### src/rtl/rx_admit_pkg.sv
// Shared types for the receive admission gate.
package rx_admit_pkg;
    // Packet-level state of the admission machine.
    typedef enum logic [1:0] {
        ST_IDLE  = 2'd0,
        ST_STORE = 2'd1,
        ST_DRAIN = 2'd2
    } adm_state_t;
endpackage

### src/rtl/rx_admit_fsm.sv
// Admission machine: decides once per packet, on its first valid beat,
// whether the packet is stored or drained. Assumes the fill count is
// the FIFO write-side count, valid in the same cycle as the beat.
module rx_admit_fsm
    import rx_admit_pkg::*;
#(
    parameter int CNT_W       = 9,
    parameter int ADMIT_LIMIT = 224
) (
    input  logic             clk,
    input  logic             rst_n,
    input  logic             beat_vld,
    input  logic             beat_last,
    input  logic [CNT_W-1:0] fill,
    output logic             store_beat,
    output logic             drop_pulse,
    output adm_state_t       state
);
    localparam logic [CNT_W-1:0] LIMIT = CNT_W'(ADMIT_LIMIT);

    logic       room_ok;
    adm_state_t state_nx;

    assign room_ok = (fill < LIMIT);

    // Beat goes to the FIFO when it opens an admitted packet or continues one.
    always_comb begin
        store_beat = 1'b0;
        drop_pulse = 1'b0;
        if (beat_vld) begin
            case (state)
                ST_IDLE:  begin
                    store_beat = room_ok;
                    drop_pulse = !room_ok;
                end
                ST_STORE: store_beat = 1'b1;
                default:  store_beat = 1'b0;
            endcase
        end
    end

    // Next-state selection; a last beat always ends in idle.
    always_comb begin
        state_nx = state;
        if (beat_vld) begin
            case (state)
                ST_IDLE: begin
                    if (!beat_last) state_nx = room_ok ? ST_STORE : ST_DRAIN;
                end
                default: begin
                    if (beat_last) state_nx = ST_IDLE;
                end
            endcase
        end
    end

    // State register.
    always_ff @(posedge clk) begin
        if (!rst_n) state <= ST_IDLE;
        else        state <= state_nx;
    end

    // Draining persists until a valid last beat.
    assert_drain_holds_R3: assert property (@(posedge clk) disable iff (!rst_n)
        (state == ST_DRAIN && !(beat_vld && beat_last)) |=> state == ST_DRAIN);

    // Any valid last beat returns the machine to idle.
    assert_last_to_idle_R6: assert property (@(posedge clk) disable iff (!rst_n)
        (beat_vld && beat_last) |=> state == ST_IDLE);

    // Storing and dropping never both happen for a beat.
    assert_store_xor_drop_R2: assert property (@(posedge clk) disable iff (!rst_n)
        !(store_beat && drop_pulse));
endmodule

### src/rtl/rx_beat_pipe.sv
// One-stage register between the MAC beat and the FIFO write port.
// Data, end flag and residual field are captured every cycle; the write
// strobe is the registered store decision, so all stay aligned.
module rx_beat_pipe #(
    parameter int DATA_W  = 256,
    parameter int EMPTY_W = 5
) (
    input  logic               clk,
    input  logic               rst_n,
    input  logic               wr_req,
    input  logic [DATA_W-1:0]  in_data,
    input  logic               in_last,
    input  logic [EMPTY_W-1:0] in_empty,
    output logic               wr_en,
    output logic [DATA_W-1:0]  wr_data,
    output logic               wr_last,
    output logic [EMPTY_W-1:0] wr_empty
);
    // Delay every field by one clock.
    always_ff @(posedge clk) begin
        if (!rst_n) begin
            wr_en    <= 1'b0;
            wr_data  <= '0;
            wr_last  <= 1'b0;
            wr_empty <= '0;
        end else begin
            wr_en    <= wr_req;
            wr_data  <= in_data;
            wr_last  <= in_last;
            wr_empty <= in_empty;
        end
    end
endmodule

### src/rtl/rx_drop_counter.sv
// Wrapping count of discarded packets; one pulse per packet expected.
module rx_drop_counter #(
    parameter int DROP_W = 16
) (
    input  logic              clk,
    input  logic              rst_n,
    input  logic              bump,
    output logic [DROP_W-1:0] count
);
    localparam logic [DROP_W-1:0] ONE = DROP_W'(1);

    // Increment on each drop pulse.
    always_ff @(posedge clk) begin
        if (!rst_n)    count <= '0;
        else if (bump) count <= count + ONE;
    end
endmodule

### src/rtl/rx_pkt_admit.sv
// Top of the receive admission gate. Assumes the MAC marks the last
// beat of each packet with eop and that fifo_fill is the FIFO's own
// write-side count. Packets are admitted or dropped whole.
module rx_pkt_admit
    import rx_admit_pkg::*;
#(
    parameter int DATA_W      = 256,
    parameter int EMPTY_W     = 5,
    parameter int FIFO_DEPTH  = 512,
    parameter int ADMIT_LIMIT = 224,
    parameter int DROP_W      = 16
) (
    input  logic                          clk,
    input  logic                          rst_n,
    input  logic                          mac_valid,
    input  logic [DATA_W-1:0]             mac_data,
    input  logic                          mac_eop,
    input  logic [EMPTY_W-1:0]            mac_empty,
    input  logic [$clog2(FIFO_DEPTH)-1:0] fifo_fill,
    output logic                          fifo_wr_en,
    output logic [DATA_W-1:0]             fifo_wr_data,
    output logic                          fifo_wr_eop,
    output logic [EMPTY_W-1:0]            fifo_wr_empty,
    output logic [DROP_W-1:0]             drop_count
);
    localparam int CNT_W = $clog2(FIFO_DEPTH);

    logic       store_beat;
    logic       drop_pulse;
    adm_state_t state;

    rx_admit_fsm #(.CNT_W(CNT_W), .ADMIT_LIMIT(ADMIT_LIMIT)) fsm_i (
        .clk(clk), .rst_n(rst_n), .beat_vld(mac_valid), .beat_last(mac_eop),
        .fill(fifo_fill), .store_beat(store_beat), .drop_pulse(drop_pulse),
        .state(state)
    );

    rx_beat_pipe #(.DATA_W(DATA_W), .EMPTY_W(EMPTY_W)) pipe_i (
        .clk(clk), .rst_n(rst_n), .wr_req(store_beat), .in_data(mac_data),
        .in_last(mac_eop), .in_empty(mac_empty), .wr_en(fifo_wr_en),
        .wr_data(fifo_wr_data), .wr_last(fifo_wr_eop), .wr_empty(fifo_wr_empty)
    );

    rx_drop_counter #(.DROP_W(DROP_W)) drops_i (
        .clk(clk), .rst_n(rst_n), .bump(drop_pulse), .count(drop_count)
    );

    // Write carries the previous cycle's beat fields.
    assert_wr_aligned_R5: assert property (@(posedge clk) disable iff (!rst_n)
        fifo_wr_en |-> (fifo_wr_data == $past(mac_data) &&
                        fifo_wr_eop == $past(mac_eop) &&
                        fifo_wr_empty == $past(mac_empty)));

    // No write without a valid beat one cycle before.
    assert_no_write_on_gap_R4: assert property (@(posedge clk) disable iff (!rst_n)
        !mac_valid |=> !fifo_wr_en);

    // Valid beat inside a stored packet is always written.
    assert_store_continues_R2: assert property (@(posedge clk) disable iff (!rst_n)
        (state == ST_STORE && mac_valid) |=> fifo_wr_en);

    // Draining state never produces a write.
    assert_drain_silent_R3: assert property (@(posedge clk) disable iff (!rst_n)
        (state == ST_DRAIN) |=> !fifo_wr_en);

    // Drop count moves by at most one per cycle.
    assert_drop_step_R8: assert property (@(posedge clk) disable iff (!rst_n)
        $past(rst_n) |-> (drop_count == $past(drop_count) ||
                          drop_count == $past(drop_count) + DROP_W'(1)));
endmodule

### config.mk
export PLATFORM = sky130hd
export DESIGN_NAME = rx_pkt_admit
export DESIGN_NICKNAME = d
export VERILOG_FILES = /design/src/rtl/rx_admit_pkg.sv /design/src/rtl/rx_admit_fsm.sv /design/src/rtl/rx_beat_pipe.sv /design/src/rtl/rx_drop_counter.sv /design/src/rtl/rx_pkt_admit.sv
export SDC_FILE = /design/constraint.sdc
export NUM_CORES = 1
export LEC_CHECK = 0
export BUFFER_PORTS_ARGS = -buffer_cell sky130_fd_sc_hd__buf_2
export CORE_AREA = 4 4 211 213
export CTS_BUF_LIST = sky130_fd_sc_hd__clkbuf_2 sky130_fd_sc_hd__clkbuf_4 sky130_fd_sc_hd__clkbuf_8
export DETAILED_ROUTE_END_ITERATION = 8
export DIE_AREA = 0 0 215 217
export PLACE_DENSITY = 0.39
export SYNTH_ARGS = -nofsm -noshare
export SYNTH_HDL_FRONTEND = slang
export SYNTH_HIERARCHICAL = 1
export SYNTH_SLANG_ARGS = --single-unit
export TNS_END_PERCENT = 50
### constraint.sdc
create_clock -name clk -period 3.8 [get_ports clk]
set_input_delay 0.57 -clock clk [delete_from_list [all_inputs] [get_ports clk]]
set_output_delay 0.57 -clock clk [all_outputs]
set_load 0.005 [all_outputs]
* Word level (Yosys, flattened, before mapping)
Cells that the tools add are included.
Storage, ports and cells: bits in registers 281, input port bits 274, output and inout bits 279, logic and storage cells 22
Operators by class: $add $sub $neg 1, $lt $le $gt $ge 1, eq/ne operators 2, mux-type cells 7, reduce and logical (&&, ||, !) cells 5
Operators with widths (count):
- $add 16x1->16 const B | 1
- $lt 9x8->1 const B | 1
- $mux 2 | 4
- $reduce_and 3->1 | 1
- $eq 2x1->1 const B | 1
- $logic_not 2->1 | 1
- $mux 1 | 2
- $ne 2x2->1 const B | 1
- $pmux 1 s2 | 1
- $reduce_and 2->1 | 1
- $reduce_bool 2->1 | 1
- $logic_not 1->1 | 1

* Logic depth before layout (Yosys ltp)
Gate-level depths: netlist of run 1.
depth after elaboration 4, gate-level depth with buffers 6, depth with buffers taken out 6

* Hierarchy
The synthesis of run 1 kept the hierarchy.
Modules (own cells, without submodules):
- rx_beat_pipe | instances 1, cells each 555, area each 7111.8 um^2, seq. area each 5265.0 um^2
- rx_drop_counter | instances 1, cells each 83, area each 744.5 um^2, seq. area each 320.3 um^2
- rx_admit_fsm | instances 1, cells each 14, area each 122.6 um^2, seq. area each 40.0 um^2

* Worst setup path after synthesis of run 1
No wires, ideal clock.
path type input to register, from in fifo_fill[6], to reg drops_i.count[13], setup time 0.070 ns, arrival time 2.295 ns, required time 3.730 ns, setup slack 1.435 ns, stages on the path 6, path buffers 0, cells stage by stage a31oi_1 > nor3_1 > nand4_4 > nor4_4 > or3b_1 > a21oi_1
Between the ends: word-level cells in the longest chain between the ends 4
Ends and longest elaborated chain:
- start: declaration | RTL line rx_pkt_admit.sv:19 | input logic [$clog2(FIFO_DEPTH)-1:0] fifo_fill,
- $lt 9x8->1 | RTL line rx_admit_fsm.sv:24 | assign room_ok = (fill < LIMIT);
- $logic_not 1->1 | RTL line rx_admit_fsm.sv:34 | drop_pulse = !room_ok;
- $mux 1 | RTL line rx_admit_fsm.sv:31 | case (state)
- $mux 1 | RTL line rx_admit_fsm.sv:30 | if (beat_vld) begin
- named net drop_pulse | RTL line rx_pkt_admit.sv:29 | logic drop_pulse;
- end signal: assignment | RTL line rx_drop_counter.sv:15 | else if (bump) count <= count + ONE;
- end: declaration | RTL line rx_drop_counter.sv:8 | output logic [DROP_W-1:0] count
The timed path passes the listed nets, and every way through them passes these cells. A chain may end at the register's enable or synchronous reset.

* Worst setup path in the final report of run 1
from reg fsm_i.state[1], to reg drops_i.count[13]
Between the ends: word-level cells in the longest chain between the ends 3
Ends and longest elaborated chain:
- start: declaration | RTL line rx_admit_fsm.sv:17 | output adm_state_t state
- start signal: assignment | RTL line rx_admit_fsm.sv:60 | else state <= state_nx;
- $logic_not 2->1 | RTL line rx_admit_fsm.sv:31
- $mux 1 | RTL line rx_admit_fsm.sv:31
- $mux 1 | RTL line rx_admit_fsm.sv:30
- named net drop_pulse | RTL line rx_pkt_admit.sv:29
The timed path passes the listed nets, and every way through them passes these cells.

==> implementation parameters, run 1 <==
Parameter                              Value

Outcome
  Status    complete, no violations

Clock tree
  Cells resized by post-CTS repair    0
  CTS Buf Count    51
  Buffers inserted during post-CTS setup optimization    0
  CTS hold repair buffers    0
  Clock Tree Buf Depth    3
  Post-CTS clock slew at the launch and capture registers of the worst setup and hold paths    0.06 ns
  Clock latency reported for the late side of the worst-skew pair    0.59 ns
  Clock sink total    281
  Root buf cell    sky130_fd_sc_hd__clkbuf_8
  Number of H-tree levels    2
  Clock tree from TritonCTS    done

Synth
  Number of standard cells after synthesis    652
  Synthesized area per cell    about 12 um2
  Sequential area share after synthesis    0.7050
  Post-synth top area share    0.7050
  Post-synthesis compound-gate area fraction    0.008625
  Count leader, synth    sky130_fd_sc_hd__dfxtp_1
  Number of nets in the synthesized netlist    around 930
  Async set-reset flop share out of synthesis    0
  Simple-gate portion of the synthesized area    0.2398
  Mux contribution to synthesized area    0.005018
  Adder-Cell Fraction of Synth Area    0.001568
  Flop and latch count out of synthesis    281
  Biggest area consumer among synthesized cells    sky130_fd_sc_hd__dfxtp_1
  EDFF count, synth    0
  Total of warnings raised by yosys    6
  Synthesized-area fraction occupied by xor and xnor cells    0.01098
  Largest family of logic cells by synthesized area    simple AND/OR/NAND/NOR gates
  Synth top cells by count    sky130_fd_sc_hd__dfxtp_1 (281), sky130_fd_sc_hd__and2_1 (263), sky130_fd_sc_hd__nor2_1 (12)
  Cell area after technology mapping    7979 um2
  Post-synthesis cell type count    35
  Ranking of synthesized cells by area    sky130_fd_sc_hd__dfxtp_1 (71%), sky130_fd_sc_hd__and2_1 (21%), sky130_fd_sc_hd__buf_6 (1.3%)
  Dominant synthesized flop cell    sky130_fd_sc_hd__dfxtp_1

STA
  Unrepaired setup endpoints after global routing    false
  Worst-case hold slack    about 0.17 ns
  Max Transition Viols Final    0
  Final Cycle Share    0.4912
  Finish-stage setup viols    0
  Number of failing hold endpoints at the final stage    0
  Fmax    535.7 MHz
  Post-route minimum period    1.867 ns
  Worst clock skew    roughly 0.0093 ns
  Final setup TNS    0 ns
  Worst-Margin Slew    approximately 0.53 ns
  Setup slack of the critical path after layout    1.933 ns
  Slew Limit Headroom    0.6499

Placement
  Port buffer count    547
  Post-detailed-placement half-perimeter wirelength    21270 um
  Cell total after placement    1717
  Routability congestion estimate from global placement    around 0.76
  Worst setup slack before clock tree synthesis    1.529 ns

Power
  Leak    6.157 nW
  Total design power    6.518 mW
  Cell-internal power    5.044 mW
  IR drop worst, VDD    0.2468 mV
  Clock network fraction of design power    0.447
  Combinational fraction of design power    0.072
  Sequential share of power    0.481
  Switching power summed over all nets    1.475 mW
  Sw Ratio    0.2262
  Power density cells    531.2 nW/um2

Finish
  Final cell count without fillers    1803
  Footprint of the flip-flops and latches    approximately 5600 um2
  Combined area of the multi-input logic cells    between 2000 and 2500 um2
  Fill cell instance count of the final layout    around 4.6k
  Net count of the finished layout    between 1k and 1.5k
  Share of final-layout standard cells stronger than drive strength 1    0.5096
  Area overhead of the layout relative to synthesis    53.80%

Die
  Width of the die    215 um
  I/O Pins    between 500 and 600
  Number of placement rows    76
  Initial Utilization    0.1869
  Area of the core    approximately 43000 um2
  Die area    46660 um2
  Vert. Die Dim    217 um

Setup path
  Number of cells on the critical path    7
  Worst setup SP type    register
  Category of cells accounting for the largest share of critical-path delay    simple AND/OR/NAND/NOR gates
  Cell chain of the critical path    nand2b_1, nor3_1, buf_4, nand4_4, nor4_4, or3b_1, a21oi_1
  Crit path to    drops_i/count[13]
  CP Data Arrival Time    2.38 ns
  Delay of the slowest critical-path stage    approximately 0.37 ns
  Number of buffer and inverter instances along the worst setup path    1
  Crit path max fanout    8
  Register-to-register setup slack    1.93 ns
  Crit path max-delay cell type    sky130_fd_sc_hd__or3b_1
  Reg2Reg Capture Point    drops_i/count[13]
  Startpoint of the worst-slack reg-to-reg timing path    fsm_i/state[1]
  Required time worst endpoint    4.32 ns
  Crit path from    fsm_i/state[1]
  Type of the worst setup path    register to register
  Worst setup EP type    register
  Worst-case reg-to-reg path depth    7

Global routing
  Number of global-route vias before repair    ~6.6k
  Maximum number of pins on one net before global-route repair    between 100 and 150
  Global-route wire length before repair    40370 um
  Total congestion overflow    0
  Initial antenna violation count    3
  All-layer global routing usage    0.1131

Route
  Number of vias per cell after detailed routing    3.520
  Starting DRT DRC Count    228
  Number of vias after detailed routing    6347
  Number of remaining DRC errors    0
  Number of detailed-routing iterations run before antenna repair    4
  Number of nets still failing antenna checks after routing    0
  Average wire per cell in the routed design    ~15 um
  Sum of routed wire length over all layers    27800 um

Hold path
  Class of the most critical hold timing path    input port to register

Flow run
  Total of max-cap violations    0
## worst register-to-register path, stage by stage (launching register included)
cell and delay [ns]:
sky130_fd_sc_hd__dfxtp_1 0.31, sky130_fd_sc_hd__nand2b_1 0.15, sky130_fd_sc_hd__nor3_1 0.14, sky130_fd_sc_hd__buf_4 0.18, sky130_fd_sc_hd__nand4_4 0.17, sky130_fd_sc_hd__nor4_4 0.33
sky130_fd_sc_hd__or3b_1 0.37, sky130_fd_sc_hd__a21oi_1 0.13
## layout by cell type (no fill, tap or decap), types with 2 or more instances in the layout
| cell | synthesis | final |
|---|---|---|
| sky130_fd_sc_hd__nand2_1 | 10 | 10 |
| sky130_fd_sc_hd__and2_1 | 263 | 263 |
| sky130_fd_sc_hd__buf_2 | 10 | 546 |
| sky130_fd_sc_hd__clkinv_2 | 0 | 5 |
| sky130_fd_sc_hd__xnor2_1 | 6 | 6 |
| sky130_fd_sc_hd__buf_4 | 0 | 2 |
| sky130_fd_sc_hd__nand2b_1 | 3 | 3 |
| sky130_fd_sc_hd__inv_1 | 6 | 6 |
| sky130_fd_sc_hd__dfxtp_1 | 281 | 281 |
| sky130_fd_sc_hd__nor3_1 | 4 | 4 |
| sky130_fd_sc_hd__xor2_1 | 4 | 4 |
| sky130_fd_sc_hd__a21oi_1 | 3 | 3 |
| sky130_fd_sc_hd__nand3_1 | 3 | 3 |
| sky130_fd_sc_hd__mux2i_1 | 4 | 4 |
| sky130_fd_sc_hd__nor2_1 | 12 | 12 |
| sky130_fd_sc_hd__clkbuf_8 | 0 | 62 |
| sky130_fd_sc_hd__clkbuf_4 | 0 | 15 |
| sky130_fd_sc_hd__nor4_1 | 3 | 3 |
| sky130_fd_sc_hd__nand4_1 | 2 | 2 |
## cell type report
cell class | instances | area share
clock buffer | 77 | 0.07871
multi-input combinational | 334 | 0.1729
tap | 546 | 0.05567
clock inverter | 8 | 0.005812
sequential | 281 | 0.4584
timing repair buffer | 550 | 0.2264
antenna | 1 | 0.0002039
inverter | 6 | 0.001835
## state kept, by name (all words and copies together), names as in the netlist
register         flops
fsm_i/state          2
pipe_i/wr_empty      5
pipe_i/wr_en         1
drops_i/count       16
pipe_i/wr_last       1
pipe_i/wr_data     256
## per-stage QoR
| step | util | cell area, um2 |
|---|---|---|
| finish | 0.2874 | 12270 |
| detailed placement | 0.2631 | 11230 |
| global route | 0.2874 | 12270 |
| floorplan | - | 7979 |
| CTS | 0.2874 | 12270 |
| global placement | 0.2631 | 11230 |
## power groups by stage
| stage | Sequential, mW | Clock (mW) | Combinational, mW |
|---|---|---|---|
| 5_1_grt | 3.15 | 3.20 | 0.529 |
| 3_5_place_dp | 3.20 | 0 | 0.487 |
| 6_report | 3.14 | 2.91 | 0.472 |
| 2_1_floorplan | 3.22 | 0 | 0.137 |
| 3_3_place_gp | 3.20 | 0 | 0.488 |
| 4_1_cts | 3.14 | 3.07 | 0.488 |
## metal layers
metal  up-vias  track usage  wire, um
li1       3161            -         -
met1      2812       0.1194     10270
met2       310       0.1987     13950
met3        60      0.05110      2740
met4         4      0.04273       809
met5         -            0        27
## worst min-delay path by stage
stage,depth (start not counted),endpoint,slack [ns],startpoint
floorplan,2,fsm_i/state[1],0.43,fsm_i/state[1]
detailed placement,2,drops_i/count[15],0.46,drops_i/count[15]
CTS,2,pipe_i/wr_data[234],0.08,mac_data[234]
global route,2,pipe_i/wr_data[234],0.10,mac_data[234]
global placement,2,fsm_i/state[1],0.45,fsm_i/state[1]
finish,2,pipe_i/wr_data[234],0.17,mac_data[234]
## cells by family (layout without fill, tap and decap cells)
| group | count (synthesis) | after routing |
|---|---|---|
| flops | 281 | 281 |
| compound gates | 10 | 10 |
| other cells | 0 | 1 |
| simple gates | 309 | 309 |
| fa+ha+maj | 1 | 1 |
| buf+inv | 37 | 641 |
| xor+xnor | 10 | 10 |
| mux | 4 | 4 |
(Power assumes the default switching activity.)
==> run 2: changes to the inputs <==
--- a/config.mk
+++ b/config.mk
@@ -5,12 +5,13 @@
 export SDC_FILE = /design/constraint.sdc
 export NUM_CORES = 1
 export LEC_CHECK = 0
+export ABC_AREA = 1
 export BUFFER_PORTS_ARGS = -buffer_cell sky130_fd_sc_hd__buf_2
 export CORE_AREA = 4 4 211 213
 export CTS_BUF_LIST = sky130_fd_sc_hd__clkbuf_2 sky130_fd_sc_hd__clkbuf_4 sky130_fd_sc_hd__clkbuf_8
 export DETAILED_ROUTE_END_ITERATION = 8
 export DIE_AREA = 0 0 215 217
-export PLACE_DENSITY = 0.39
+export PLACE_DENSITY = 0.4
 export SYNTH_ARGS = -nofsm -noshare
 export SYNTH_HDL_FRONTEND = slang
 export SYNTH_HIERARCHICAL = 1
==> constraint.sdc (replaced) <==
create_clock -name clk -period 1.9 [get_ports clk]
set_input_delay 0.285 -clock clk [delete_from_list [all_inputs] [get_ports clk]]
set_output_delay 0.285 -clock clk [all_outputs]
set_load 0.005 [all_outputs]
==> run 2 against run 1 <==
Clock skew shrank 0.0057 ns. Sequential share of layout area down 9.5 points. Combinational power grew to 3.2 times the previous value. Setup slack got worse by 1.6 ns. Cell count up 33%. Via count is 34% higher. Die area stayed put. Register-to-register slack got worse by 1.6 ns. Utilization rose by 7.6 points. Global-route usage grew 1.9 points. Routed wire length up 16%. Sequential power is 100% higher.
==> implementation parameters, run 2 <==
Parameter                              Value

Setup path
  Register-to-register setup slack    0.30 ns (-1.64 ns)
  Crit path max fanout    4 (-4)
  Worst setup EP type    register
  Type of the worst setup path    register to register
  Required time worst endpoint    2.38 ns (-1.94 ns)
  Worst setup SP type    register
  CP Data Arrival Time    2.09 ns (-0.29 ns)

Finish
  Most used cells in the layout excluding fill and tap cells    sky130_fd_sc_hd__buf_2 (546), sky130_fd_sc_hd__nand2_1 (297), sky130_fd_sc_hd__inv_1 (286)
  Combined area of the multi-input logic cells    1529 um2 (-28%)
  Most flops, register    pipe_i/wr_data
  Largest registers    pipe_i/wr_data x256, drops_i/count x16, pipe_i/wr_empty x5
  Footprint of the flip-flops and latches    5625 um2 (unchanged)
  Area overhead of the layout relative to synthesis    84.23%
  Flip-flop count of the largest register, all copies and words added    256 (unchanged)
  Fill cell instance count of the final layout    4423 (-3.3%)
  Number of antenna diodes    0 (-1)
  Final cell count without fillers    2398 (+33%)
  Net count of the finished layout    2085 (+39%)
  Commonest non-fill, non-tap cell in the layout    sky130_fd_sc_hd__buf_2
  Share of final-layout standard cells stronger than drive strength 1    0.3602 (-0.1494)

Route
  Number of nets still failing antenna checks after routing    0 (unchanged)
  Starting DRT DRC Count    286 (+25%)
  Number of vias after detailed routing    8504 (+34%)
  Top sig layer    met4
  Average wire per cell in the routed design    13.50 um (-12%)
  Number of remaining DRC errors    0 (unchanged)
  Met3 wire length    2522 um (-8.0%)
  Sum of routed wire length over all layers    32380 um (+16%)
  Detailed route wirelength on metal2    15870 um (+14%)
  Wire length on met1    12920 um (+26%)
  Number of vias per cell after detailed routing    3.546 (+0.74%)
  Number of detailed-routing iterations run before antenna repair    6 (+2)

STA
  Worst-Margin Slew    0.3812 ns (-0.1439 ns)
  Max Transition Viols Final    0 (unchanged)
  Final Cycle Share    0.8446 (+0.3533)
  Fmax    623.2 MHz (+16%)
  Final setup TNS    0 ns (unchanged)
  Number of failing hold endpoints at the final stage    0 (unchanged)
  Slew Limit Headroom    0.7459 (+0.09597)
  Unrepaired setup endpoints after global routing    false
  Finish-stage setup viols    0 (unchanged)
  Worst clock skew    0.003649 ns (-0.005665 ns)
  Setup slack of the critical path after layout    0.2953 ns (-1.638 ns)
  Post-route minimum period    1.605 ns (-0.2620 ns)

Synth
  Synthesized area per cell    8.663 um2 (-29%)
  EDFF count, synth    0 (unchanged)
  Post-synthesis cell type count    24 (-31%)
  Ranking of synthesized cells by area    sky130_fd_sc_hd__dfxtp_1 (67%), sky130_fd_sc_hd__nand2_1 (13%), sky130_fd_sc_hd__inv_1 (13%)
  Synth top cells by count    sky130_fd_sc_hd__nand2_1 (297), sky130_fd_sc_hd__inv_1 (286), sky130_fd_sc_hd__dfxtp_1 (281)
  Cell area after technology mapping    8412 um2 (+5.4%)
  Total of warnings raised by yosys    6 (unchanged)
  Async set-reset flop share out of synthesis    0 (unchanged)
  Dominant synthesized flop cell    sky130_fd_sc_hd__dfxtp_1
  Post-synth top area share    0.6687 (-0.03628)
  Count leader, synth    sky130_fd_sc_hd__nand2_1
  Number of standard cells after synthesis    971 (+49%)
  Biggest area consumer among synthesized cells    sky130_fd_sc_hd__dfxtp_1
  Flop and latch count out of synthesis    281 (unchanged)
  Sequential area share after synthesis    0.6687 (-0.03628)
  Number of nets in the synthesized netlist    1246 (+34%)

Die
  Die area    46660 um2 (unchanged)
  Area of the core    42700 um2 (unchanged)
  Initial Utilization    0.1970 (+0.01014)
  Vert. Die Dim    217 um (unchanged)
  Width of the die    215 um (unchanged)
  Number of placement rows    76 (unchanged)
  I/O Pins    553 (unchanged)

Global routing
  Number of global-route vias before repair    8790 (+34%)
  Initial antenna violation count    1 (-2)
  Global-route wire length before repair    48730 um (+21%)
  All-layer global routing usage    0.1322 (+0.01911)
  Maximum number of pins on one net before global-route repair    63 (-50%)
  Total congestion overflow    0 (unchanged)

Clock tree
  Number of H-tree levels    2 (unchanged)
  Root buf cell    sky130_fd_sc_hd__clkbuf_8
  Clock sink total    281 (unchanged)
  Post-CTS clock slew at the launch and capture registers of the worst setup and hold paths    0.06 ns (about the same)
  Clock latency reported for the late side of the worst-skew pair    0.59 ns (about the same)
  CTS Buf Count    51 (unchanged)
  Clock tree from TritonCTS    done
  Clock Tree Buf Depth    3 (unchanged)

Power
  Leak    9.358 nW (+52%)
  IR drop worst, VDD    0.4166 mV (+69%)
  Power density cells    890.3 nW/um2 (+68%)
  Total design power    13.80 mW (+110%)

Flow run
  Total of max-cap violations    0 (unchanged)

Placement
  Port buffer count    547 (unchanged)
  Routability congestion estimate from global placement    0.7839 (+3.4%)
  Worst setup slack before clock tree synthesis    0.1879 ns (-1.341 ns)
  Post-detailed-placement half-perimeter wirelength    23510 um (+11%)
  Cell total after placement    2040 (+19%)

Outcome
  Status    complete, no violations

Hold path
  Class of the most critical hold timing path    input port to register
run 2: cell families (layout without fill, tap and decap cells):
logic type / after synthesis / count (layout) / share of synthesized area
AOI/OAI and AO/OA: 19 / 19 / 0.01235
adders and majority gates: 1 / 1 / 0.001487
buffers and inverters: 318 / 1199 / 0.1495
and+or+nand+nor: 352 / 352 / 0.1679
DFF: 281 / 281 / 0.6687
run 2: worst paths after layout:
| check | from | endpoint | cells past startpoint |
|---|---|---|---|
| max | fsm_i/state[1] | drops_i/count[12] | 9 |
| min | rst_n | pipe_i/wr_data[40] | 3 |
| max reg2reg | fsm_i/state[1] | drops_i/count[12] | 9 |
| min reg2reg | fsm_i/state[0] | fsm_i/state[0] | 2 |
run 2: final cells by class:
class,instances,area share
flip-flops and latches,281,0.3630
repair buffers,817,0.3537
multi-input cells,372,0.09866
inverters,287,0.06951
clock buffers,88,0.06806
well taps,546,0.04408
clock inverters,7,0.002987
run 2: report_power, final:
part	internal, mW	switching, mW
registers	6.20	0.0759
logic	0.871	0.651
clock network	3.48	2.51
total	10.6	3.24
run 2: critical path, stage by stage, from the launching register on:
cell and delay [ns]:
sky130_fd_sc_hd__dfxtp_1 0.33, sky130_fd_sc_hd__nor2_2 0.19, sky130_fd_sc_hd__nand2_1 0.07, sky130_fd_sc_hd__nor2_1 0.21, sky130_fd_sc_hd__buf_4 0.16, sky130_fd_sc_hd__nand3_2 0.10
sky130_fd_sc_hd__nor2_4 0.16, sky130_fd_sc_hd__nand2_1 0.10, sky130_fd_sc_hd__o21ai_1 0.12, sky130_fd_sc_hd__nor2_1 0.05
run 2: routing by layer:
layer / global-route usage / vias up
met2: 0.2327 / 337
met1: 0.1467 / 3736
met5: 0 / -
li1: - / 4362
met3: 0.04775 / 69
met4: 0.04982 / 0
run 2: what timing repair did:
item,4_1_cts,5_1_grt
setup buffers,0,0
endpoints found under the hold margin,264,0
hold buffers,263,0
resized for setup,0,0
run 2: stage by stage:
| step | hold slack [ns] | instance area (um2) | util |
|---|---|---|---|
| after floorplan | 0.3785 | 8412 | - |
| after global placement | 0.4636 | 11760 | 0.2755 |
| after detailed placement | 0.4694 | 11760 | 0.2755 |
| after CTS | 0.07967 | 15500 | 0.3630 |
| after global routing | 0.1174 | 15500 | 0.3630 |
| final | 0.1404 | 15500 | 0.3630 |
